### config.mk
export PLATFORM = sky130hd
export DESIGN_NAME = dma_reg_bank
export DESIGN_NICKNAME = d
export VERILOG_FILES = /design/src/rtl/dma_reg_pkg.sv /design/src/rtl/dma_reg_ctrl.sv /design/src/rtl/dma_reg_data.sv /design/src/rtl/dma_reg_bank.sv
export SDC_FILE = /design/constraint.sdc
export NUM_CORES = 1
export LEC_CHECK = 0
export BUFFER_PORTS_ARGS = -buffer_cell sky130_fd_sc_hd__buf_2
export CAP_MARGIN = 15
export CORE_AREA = 5 5 175 177
export DETAILED_ROUTE_END_ITERATION = 8
export DIE_AREA = 0 0 180 182
export MAX_ROUTING_LAYER = met4
export PLACE_DENSITY_LB_ADDON = 0.2
export SLEW_MARGIN = 20
export SYNTH_ARGS = -nofsm -noshare
export SYNTH_HDL_FRONTEND = slang
export SYNTH_HIERARCHICAL = 1
export SYNTH_SLANG_ARGS = --single-unit
### constraint.sdc
create_clock -name clk -period 3.7 [get_ports clk]
set_input_delay 0.185 -clock clk [delete_from_list [all_inputs] [get_ports clk]]
set_output_delay 0.185 -clock clk [all_outputs]
set_load 0.05 [all_outputs]
### src/rtl/dma_reg_pkg.sv
package dma_reg_pkg;
  localparam int NUM_CH = 4;
  localparam int CH_W   = $clog2(NUM_CH);
  localparam int DATA_W = 8;
  localparam int WORD_W = 2 * DATA_W;
  localparam int OFS_W  = 4;

  localparam logic [OFS_W-1:0] OFS_STATCMD = 4'h8;
  localparam logic [OFS_W-1:0] OFS_REQ     = 4'h9;
  localparam logic [OFS_W-1:0] OFS_MASK1   = 4'hA;
  localparam logic [OFS_W-1:0] OFS_MODE    = 4'hB;
  localparam logic [OFS_W-1:0] OFS_PTRCLR  = 4'hC;
  localparam logic [OFS_W-1:0] OFS_MRST    = 4'hD;
  localparam logic [OFS_W-1:0] OFS_MASKCLR = 4'hE;
  localparam logic [OFS_W-1:0] OFS_MASKALL = 4'hF;

  typedef struct packed {
    logic            addrWr;
    logic            cntWr;
    logic [CH_W-1:0] chSel;
    logic            hiByte;
    logic            cmdWr;
    logic            reqWr;
    logic            maskOneWr;
    logic            modeWr;
    logic            maskAllWr;
    logic            maskClr;
    logic            masterRst;
  } regStrobe_t;

  function automatic logic [WORD_W-1:0] mergeByte(input logic [WORD_W-1:0] word,
                                                  input logic [DATA_W-1:0] b,
                                                  input logic hi);
    logic [WORD_W-1:0] r;
    r = word;
    if (hi) r[WORD_W-1:DATA_W] = b;
    else    r[DATA_W-1:0]      = b;
    return r;
  endfunction
endpackage

### src/rtl/dma_reg_ctrl.sv
module dma_reg_ctrl
  import dma_reg_pkg::*;
(
  input  logic             clk,
  input  logic             rstN,
  input  logic             ioWrEn,
  input  logic             ioRdEn,
  input  logic [OFS_W-1:0] ioOffset,
  output regStrobe_t       stb,
  output logic             bytePtr
);
  logic ptrQ;
  logic wordPort;
  logic ptrClr;

  // offsets 0..7 are the 16-bit channel ports
  assign wordPort = ~ioOffset[OFS_W-1];
  assign ptrClr   = ioWrEn && (ioOffset == OFS_PTRCLR);

  always_comb begin
    stb           = '0;
    stb.addrWr    = ioWrEn && wordPort && !ioOffset[0];
    stb.cntWr     = ioWrEn && wordPort &&  ioOffset[0];
    stb.chSel     = ioOffset[CH_W:1];
    stb.hiByte    = ptrQ;
    stb.cmdWr     = ioWrEn && (ioOffset == OFS_STATCMD);
    stb.reqWr     = ioWrEn && (ioOffset == OFS_REQ);
    stb.maskOneWr = ioWrEn && (ioOffset == OFS_MASK1);
    stb.modeWr    = ioWrEn && (ioOffset == OFS_MODE);
    stb.maskAllWr = ioWrEn && (ioOffset == OFS_MASKALL);
    stb.maskClr   = ioWrEn && (ioOffset == OFS_MASKCLR);
    stb.masterRst = ioWrEn && (ioOffset == OFS_MRST);
  end

  always_ff @(posedge clk or negedge rstN) begin
    if (!rstN)                              ptrQ <= 1'b0;
    else if (stb.masterRst || ptrClr)       ptrQ <= 1'b0;
    else if ((ioWrEn || ioRdEn) && wordPort) ptrQ <= ~ptrQ;
  end

  assign bytePtr = ptrQ;
endmodule

### src/rtl/dma_reg_data.sv
module dma_reg_data
  import dma_reg_pkg::*;
(
  input  logic                     clk,
  input  logic                     rstN,
  input  regStrobe_t               stb,
  input  logic [OFS_W-1:0]         ioOffset,
  input  logic                     ioRdEn,
  input  logic [DATA_W-1:0]        ioWrData,
  input  logic                     engUpdEn,
  input  logic [CH_W-1:0]          engChan,
  input  logic [WORD_W-1:0]        engAddr,
  input  logic [WORD_W-1:0]        engCount,
  input  logic                     engDone,
  input  logic                     engReload,
  input  logic                     engTempEn,
  input  logic [DATA_W-1:0]        engTempData,
  output logic [DATA_W-1:0]        ioRdData,
  output logic [NUM_CH*WORD_W-1:0] baseAddrBus,
  output logic [NUM_CH*WORD_W-1:0] curAddrBus,
  output logic [NUM_CH*WORD_W-1:0] baseCntBus,
  output logic [NUM_CH*WORD_W-1:0] curCntBus,
  output logic [NUM_CH*DATA_W-1:0] modeBus,
  output logic [NUM_CH-1:0]        maskOut,
  output logic [DATA_W-1:0]        cmdOut,
  output logic [DATA_W-1:0]        statusOut
);
  localparam logic [NUM_CH-1:0] MASK_ALL = '1;

  logic              engFinish;
  logic [NUM_CH-1:0] engChanDec;
  logic [NUM_CH-1:0] hostChanDec;
  logic [NUM_CH-1:0] maskQ, maskD;
  logic [NUM_CH-1:0] tcQ, tcD;
  logic [NUM_CH-1:0] reqQ, reqD;
  logic [DATA_W-1:0] cmdQ, tempQ;

  assign engFinish   = engUpdEn && engDone;
  assign engChanDec  = NUM_CH'(1) << engChan;
  assign hostChanDec = NUM_CH'(1) << ioWrData[CH_W-1:0];

  // per-channel word registers
  for (genvar i = 0; i < NUM_CH; i++) begin : gCh
    logic [WORD_W-1:0] baseAddrQ, curAddrQ, baseCntQ, curCntQ;
    logic [DATA_W-1:0] modeQ;
    logic hostAddrHit, hostCntHit, engHit, reloadHit, modeHit;

    assign hostAddrHit = stb.addrWr && (stb.chSel == CH_W'(i));
    assign hostCntHit  = stb.cntWr  && (stb.chSel == CH_W'(i));
    assign engHit      = engUpdEn && (engChan == CH_W'(i));
    assign reloadHit   = engHit && engDone && engReload;
    assign modeHit     = stb.modeWr && (ioWrData[CH_W-1:0] == CH_W'(i));

    always_ff @(posedge clk or negedge rstN) begin
      if (!rstN) begin
        baseAddrQ <= '0;
        curAddrQ  <= '0;
        baseCntQ  <= '0;
        curCntQ   <= '0;
        modeQ     <= '0;
      end else begin
        if (hostAddrHit) begin
          baseAddrQ <= mergeByte(baseAddrQ, ioWrData, stb.hiByte);
          curAddrQ  <= mergeByte(curAddrQ,  ioWrData, stb.hiByte);
        end else if (reloadHit) begin
          curAddrQ <= baseAddrQ;
        end else if (engHit) begin
          curAddrQ <= engAddr;
        end

        if (hostCntHit) begin
          baseCntQ <= mergeByte(baseCntQ, ioWrData, stb.hiByte);
          curCntQ  <= mergeByte(curCntQ,  ioWrData, stb.hiByte);
        end else if (reloadHit) begin
          curCntQ <= baseCntQ;
        end else if (engHit) begin
          curCntQ <= engCount;
        end

        if (modeHit) modeQ <= {ioWrData[DATA_W-1:CH_W], CH_W'(0)};
      end
    end

    assign baseAddrBus[i*WORD_W +: WORD_W] = baseAddrQ;
    assign curAddrBus[i*WORD_W +: WORD_W]  = curAddrQ;
    assign baseCntBus[i*WORD_W +: WORD_W]  = baseCntQ;
    assign curCntBus[i*WORD_W +: WORD_W]   = curCntQ;
    assign modeBus[i*DATA_W +: DATA_W]     = modeQ;
  end

  // shared control registers: host first, engine next, master reset last
  always_comb begin
    maskD = maskQ;
    if (stb.maskAllWr) maskD = ioWrData[NUM_CH-1:0];
    if (stb.maskClr)   maskD = '0;
    if (stb.maskOneWr) begin
      if (ioWrData[CH_W]) maskD = maskD | hostChanDec;
      else                maskD = maskD & ~hostChanDec;
    end
    if (engFinish && !engReload) maskD = maskD | engChanDec;
    if (stb.masterRst) maskD = MASK_ALL;
  end

  always_comb begin
    reqD = reqQ;
    tcD  = tcQ;
    if (stb.reqWr) begin
      if (ioWrData[CH_W]) reqD = reqD | hostChanDec;
      else                reqD = reqD & ~hostChanDec;
    end
    if (engFinish) begin
      reqD = reqD & ~engChanDec;
      tcD  = tcD | engChanDec;
    end
    if (stb.masterRst) begin
      reqD = '0;
      tcD  = '0;
    end
  end

  always_ff @(posedge clk or negedge rstN) begin
    if (!rstN) begin
      maskQ <= MASK_ALL;
      reqQ  <= '0;
      tcQ   <= '0;
      cmdQ  <= '0;
      tempQ <= '0;
    end else begin
      maskQ <= maskD;
      reqQ  <= reqD;
      tcQ   <= tcD;
      if (stb.masterRst)  cmdQ <= '0;
      else if (stb.cmdWr) cmdQ <= ioWrData;
      if (stb.masterRst)  tempQ <= '0;
      else if (engTempEn) tempQ <= engTempData;
    end
  end

  // read mux
  logic [WORD_W-1:0] rdWord;
  always_comb begin
    rdWord   = ioOffset[0] ? curCntBus[ioOffset[CH_W:1]*WORD_W +: WORD_W]
                           : curAddrBus[ioOffset[CH_W:1]*WORD_W +: WORD_W];
    ioRdData = '0;
    if (ioRdEn) begin
      if (!ioOffset[OFS_W-1]) begin
        ioRdData = stb.hiByte ? rdWord[WORD_W-1:DATA_W] : rdWord[DATA_W-1:0];
      end else begin
        case (ioOffset)
          OFS_STATCMD: ioRdData = {reqQ, tcQ};
          OFS_MRST:    ioRdData = tempQ;
          OFS_MASKALL: ioRdData = DATA_W'(maskQ);
          default:     ioRdData = '0;
        endcase
      end
    end
  end

  assign maskOut   = maskQ;
  assign cmdOut    = cmdQ;
  assign statusOut = {reqQ, tcQ};
endmodule

### src/rtl/dma_reg_bank.sv
module dma_reg_bank
  import dma_reg_pkg::*;
(
  input  logic                     clk,
  input  logic                     rstN,
  input  logic                     ioWrEn,
  input  logic                     ioRdEn,
  input  logic [OFS_W-1:0]         ioOffset,
  input  logic [DATA_W-1:0]        ioWrData,
  output logic [DATA_W-1:0]        ioRdData,
  input  logic                     engUpdEn,
  input  logic [CH_W-1:0]          engChan,
  input  logic [WORD_W-1:0]        engAddr,
  input  logic [WORD_W-1:0]        engCount,
  input  logic                     engDone,
  input  logic                     engReload,
  input  logic                     engTempEn,
  input  logic [DATA_W-1:0]        engTempData,
  output logic [NUM_CH*WORD_W-1:0] baseAddrBus,
  output logic [NUM_CH*WORD_W-1:0] curAddrBus,
  output logic [NUM_CH*WORD_W-1:0] baseCntBus,
  output logic [NUM_CH*WORD_W-1:0] curCntBus,
  output logic [NUM_CH*DATA_W-1:0] modeBus,
  output logic [NUM_CH-1:0]        maskOut,
  output logic [DATA_W-1:0]        cmdOut,
  output logic [DATA_W-1:0]        statusOut,
  output logic                     bytePtr
);
  regStrobe_t stb;

  dma_reg_ctrl u_ctrl (
    .clk      (clk),
    .rstN     (rstN),
    .ioWrEn   (ioWrEn),
    .ioRdEn   (ioRdEn),
    .ioOffset (ioOffset),
    .stb      (stb),
    .bytePtr  (bytePtr)
  );

  dma_reg_data u_data (
    .clk         (clk),
    .rstN        (rstN),
    .stb         (stb),
    .ioOffset    (ioOffset),
    .ioRdEn      (ioRdEn),
    .ioWrData    (ioWrData),
    .engUpdEn    (engUpdEn),
    .engChan     (engChan),
    .engAddr     (engAddr),
    .engCount    (engCount),
    .engDone     (engDone),
    .engReload   (engReload),
    .engTempEn   (engTempEn),
    .engTempData (engTempData),
    .ioRdData    (ioRdData),
    .baseAddrBus (baseAddrBus),
    .curAddrBus  (curAddrBus),
    .baseCntBus  (baseCntBus),
    .curCntBus   (curCntBus),
    .modeBus     (modeBus),
    .maskOut     (maskOut),
    .cmdOut      (cmdOut),
    .statusOut   (statusOut)
  );
endmodule

==> summary.md <==
| Metric | Value |
|---|---|
| Critical path data required time | approximately 3500 ps |
| WHS Path Cells | 3 |
| H-Tree Depth | 2 |
| Startpoint Class | input port |
| Routed via count | between 15000 and 20000 |
| FMAX | 0.347 GHz |
| Largest net degree at the start of global routing | 100 |
| Avg Inst Size Synth | about 9.0 µm² |
| Max FO, Critical Path | 20 |
| Post CTS Setup Buffer Count | 0 |
| EDFF count, synth | 0 |
| Final worst-path setup slack | roughly 820 ps |
| Vias in the first global route | 15200 |
| Final Hold Violating Endpoints | 0 |
| Fraction of layout cells with a size suffix above 1 | 0.268 |
| Initial drt markers | approximately 2500 |
| Post-synth ARST share | 1.00 |
| Main flop type after synthesis | dfrtp_1 |
| Worst Hold Class | in -> reg |
| Final number of setup-violating endpoints | 0 |
| Drt wl/cell | between 20 and 30 µm |
| Max Root-Sink Buffers | 3 |
| Pwr dens | approximately 740 nW/µm² |
| Cts hold-fix bufs | 13 |
| Via/cell ratio | roughly 6.4 |
| Clk slew on worst S/H paths | about 60 ps |
| Pre-CTS setup slack | roughly 830 ps |
| Post_cts resized | 0 |
| Leakage | between 9 and 10 nW |
| Placement row count | 63 |
| Die Wd | around 180 µm |
| Synth warn | 6 |
| Final period util | 0.778 |
| Die Y | 182 µm |
| Core area | 29100 µm² |
| Total Routing Usage GR | 0.411 |
| Worst endpoint data arrival time | between 2000 and 3000 ps |
| Total grt overflow | 0 |
| Actual slew at the worst max-slew pin | around 1200 ps |
| Setup TNS | 0 ps |
| Flops & latches, synth | 309 |
| Max Clock Skew | roughly 13 ps |
| Maximum VDD drop | roughly 0.48 mV |
| CP Capture Type | output pin |
| Finished layout cell area | about 19000 µm² |
| Max cap viols | 0 |
| Worst skew pair latency | around 530 ps |
| Synthesized cell area | between 15000 and 20000 µm² |
| First-pass DRT Iterations | 6 |
| Reg2Reg Depth | 4 |
| Syn Inst Count | about 1800 |
| Max transition margin | 0.219 |
| CTS Root Cell | clkbuf_16 |
| Final ANT Viol Nets | 0 |
| WL final | ~68000 µm |
| CP Class | in -> out |
| Final Wtd Congestion | approximately 1 |
| Placed Area | 17600 µm² |
| Status | finished, final reports clean |
| Initial core utilization | 0.540 |
| Final critical-path required period | between 2000 and 3000 ps |
| RSZ-0062 raised after global routing | false |
| ANT cells | 0 |
| CTS buffer count | 35 |
| Ports | 379 |
| DRC viols | 0 |
| Nets | ~2100 |
| Area growth syn-to-layout | 21.0% |
| CTS tree | done |
| Slew Limit Fails | 0 |
| Post-DP HPWL | between 40000 and 50000 µm |
| Initial antenna violation count | 0 |
| Sequential share of the synthesized area | 0.493 |
| First-pass GRT wire length | slightly below 100000 µm |
| IO Port Bufs | 370 |
| Die area | 32800 µm² |
| Synth cell types | 55 |
| Clk sinks | 309 |
## cells by family after synthesis
family                 after synthesis  share of synthesized area
buffers and inverters              159                     0.0501
and+or+nand+nor                    975                      0.257
AOI/OAI and AO/OA                  199                      0.106
other                                1                   0.000239
DFF                                309                      0.493
muxes                              108                     0.0932
## critical path, stage by stage
cell and delay, ps:
buf_2 500, buf_4 390, buf_4 280, and2_1 230, a22oi_1 120, o21a_1 180, a2111oi_1 430, buf_2 360
## synth_stat cells (all sizes together), types with 2 or more instances
| master | number | area share |
|---|---|---|
| a311oi | 114 | 0.068 |
| nand2 | 600 | 0.14 |
| and3 | 2 | 0.00080 |
| a2111oi | 3 | 0.0019 |
| nor2 | 169 | 0.041 |
| o21ai | 26 | 0.0083 |
| clkbuf | 78 | 0.019 |
| mux2 | 26 | 0.019 |
| buf | 75 | 0.030 |
| a211oi | 8 | 0.0038 |
| a221oi | 16 | 0.0089 |
| and2 | 3 | 0.0012 |
| o21a | 3 | 0.0014 |
| nand3b | 4 | 0.0019 |
| mux2i | 54 | 0.034 |
| dfstp | 4 | 0.0067 |
| a22oi | 4 | 0.0019 |
| mux4 | 28 | 0.040 |
| inv | 6 | 0.0014 |
| nand4 | 2 | 0.00080 |
| dfrtp | 305 | 0.49 |
| nor3 | 145 | 0.048 |
| nand3 | 14 | 0.0045 |
| nand2b | 13 | 0.0052 |
| o22ai | 3 | 0.0012 |
| nor2b | 13 | 0.0055 |
| nor4 | 3 | 0.0012 |
| nor3b | 2 | 0.00096 |
| a21oi | 15 | 0.0072 |
## layout by cell type (no fill, tap or decap), types with 16 or more instances in the layout
cell type	netlist	routed
nand2_1	600	600
a221oi_1	16	16
nor3_1	139	139
a311oi_1	103	103
mux2_2	26	26
buf_4	24	36
nor2_1	164	162
o21ai_0	24	24
mux2i_1	54	54
mux4_2	28	28
clkbuf_16	0	36
buf_2	45	369
dfrtp_1	305	305
## cell type report
| class | count | area (µm²) |
|---|---|---|
| clock buffers | 49 | 1020 |
| clock inverters | 12 | 200 |
| fillers | 2470 | 10100 |
| inverters | 6 | 22.5 |
| multi-input cells | 1290 | 7230 |
| flip-flops and latches | 309 | 7740 |
| well taps | 390 | 488 |
| repair buffers | 421 | 2300 |
## metrics by stage
step / util / total power, W / hold slack [ps] / instances
2_1_floorplan: - / 0.00860 / -111 / 1758
3_3_place_gp: 0.607 / 0.0103 / 289 / 2403
3_5_place_dp: 0.607 / 0.0103 / 292 / 2403
4_1_cts: 0.653 / 0.0140 / 8.57 / 2477
5_1_grt: 0.653 / 0.0145 / 27.9 / 2477
6_report: 0.653 / 0.0141 / 29.8 / 2477
## flip-flops by register name, indices dropped and copies added (netlist names)
| register | cells |
|---|---|
| u_data/cmdOut | 8 |
| u_data/gCh.curAddrQ | 64 |
| u_data/reqQ | 4 |
| u_data/tcQ | 4 |
| u_data/tempQ | 8 |
| u_ctrl/bytePtr | 1 |
| u_data/gCh.curCntQ | 64 |
| u_data/gCh.modeQ | 24 |
| u_data/gCh.baseAddrQ | 64 |
| u_data/maskOut | 4 |
| u_data/gCh.baseCntQ | 64 |
## power by group
part	internal [W]	switching, W	total, W
clock network	0.00227	0.00144	0.00371
registers	0.00415	0.000945	0.00509
logic	0.00122	0.00406	0.00529
total	0.00765	0.00644	0.0141
## final timing paths
kind | startpoint | slack [ps] | endpoint
worst min-delay path | ioWrData[0] | 30 | u_data/gCh[3].baseCntQ[8]
worst min register to register | u_data/gCh[3].modeQ[4] | 500 | u_data/gCh[3].modeQ[4]
max in group asynchronous | rstN | 2360 | u_data/gCh[2].baseCntQ[12]
worst max-delay path | ioOffset[0] | 820 | ioRdData[4]
min in group asynchronous | rstN | 300 | u_data/gCh[0].modeQ[3]
worst max register to register | u_ctrl/bytePtr | 1280 | u_data/gCh[2].curAddrQ[14]
## layer usage
layer,global-route usage,up-vias,part of all wire
met5,-,-,0
met4,0.251,0,0.074
met3,0.103,253,0.12
met2,0.585,1263,0.43
met1,0.533,7683,0.37
li1,-,6651,-
No activity file was read; power rests on OpenSTA's default activity.
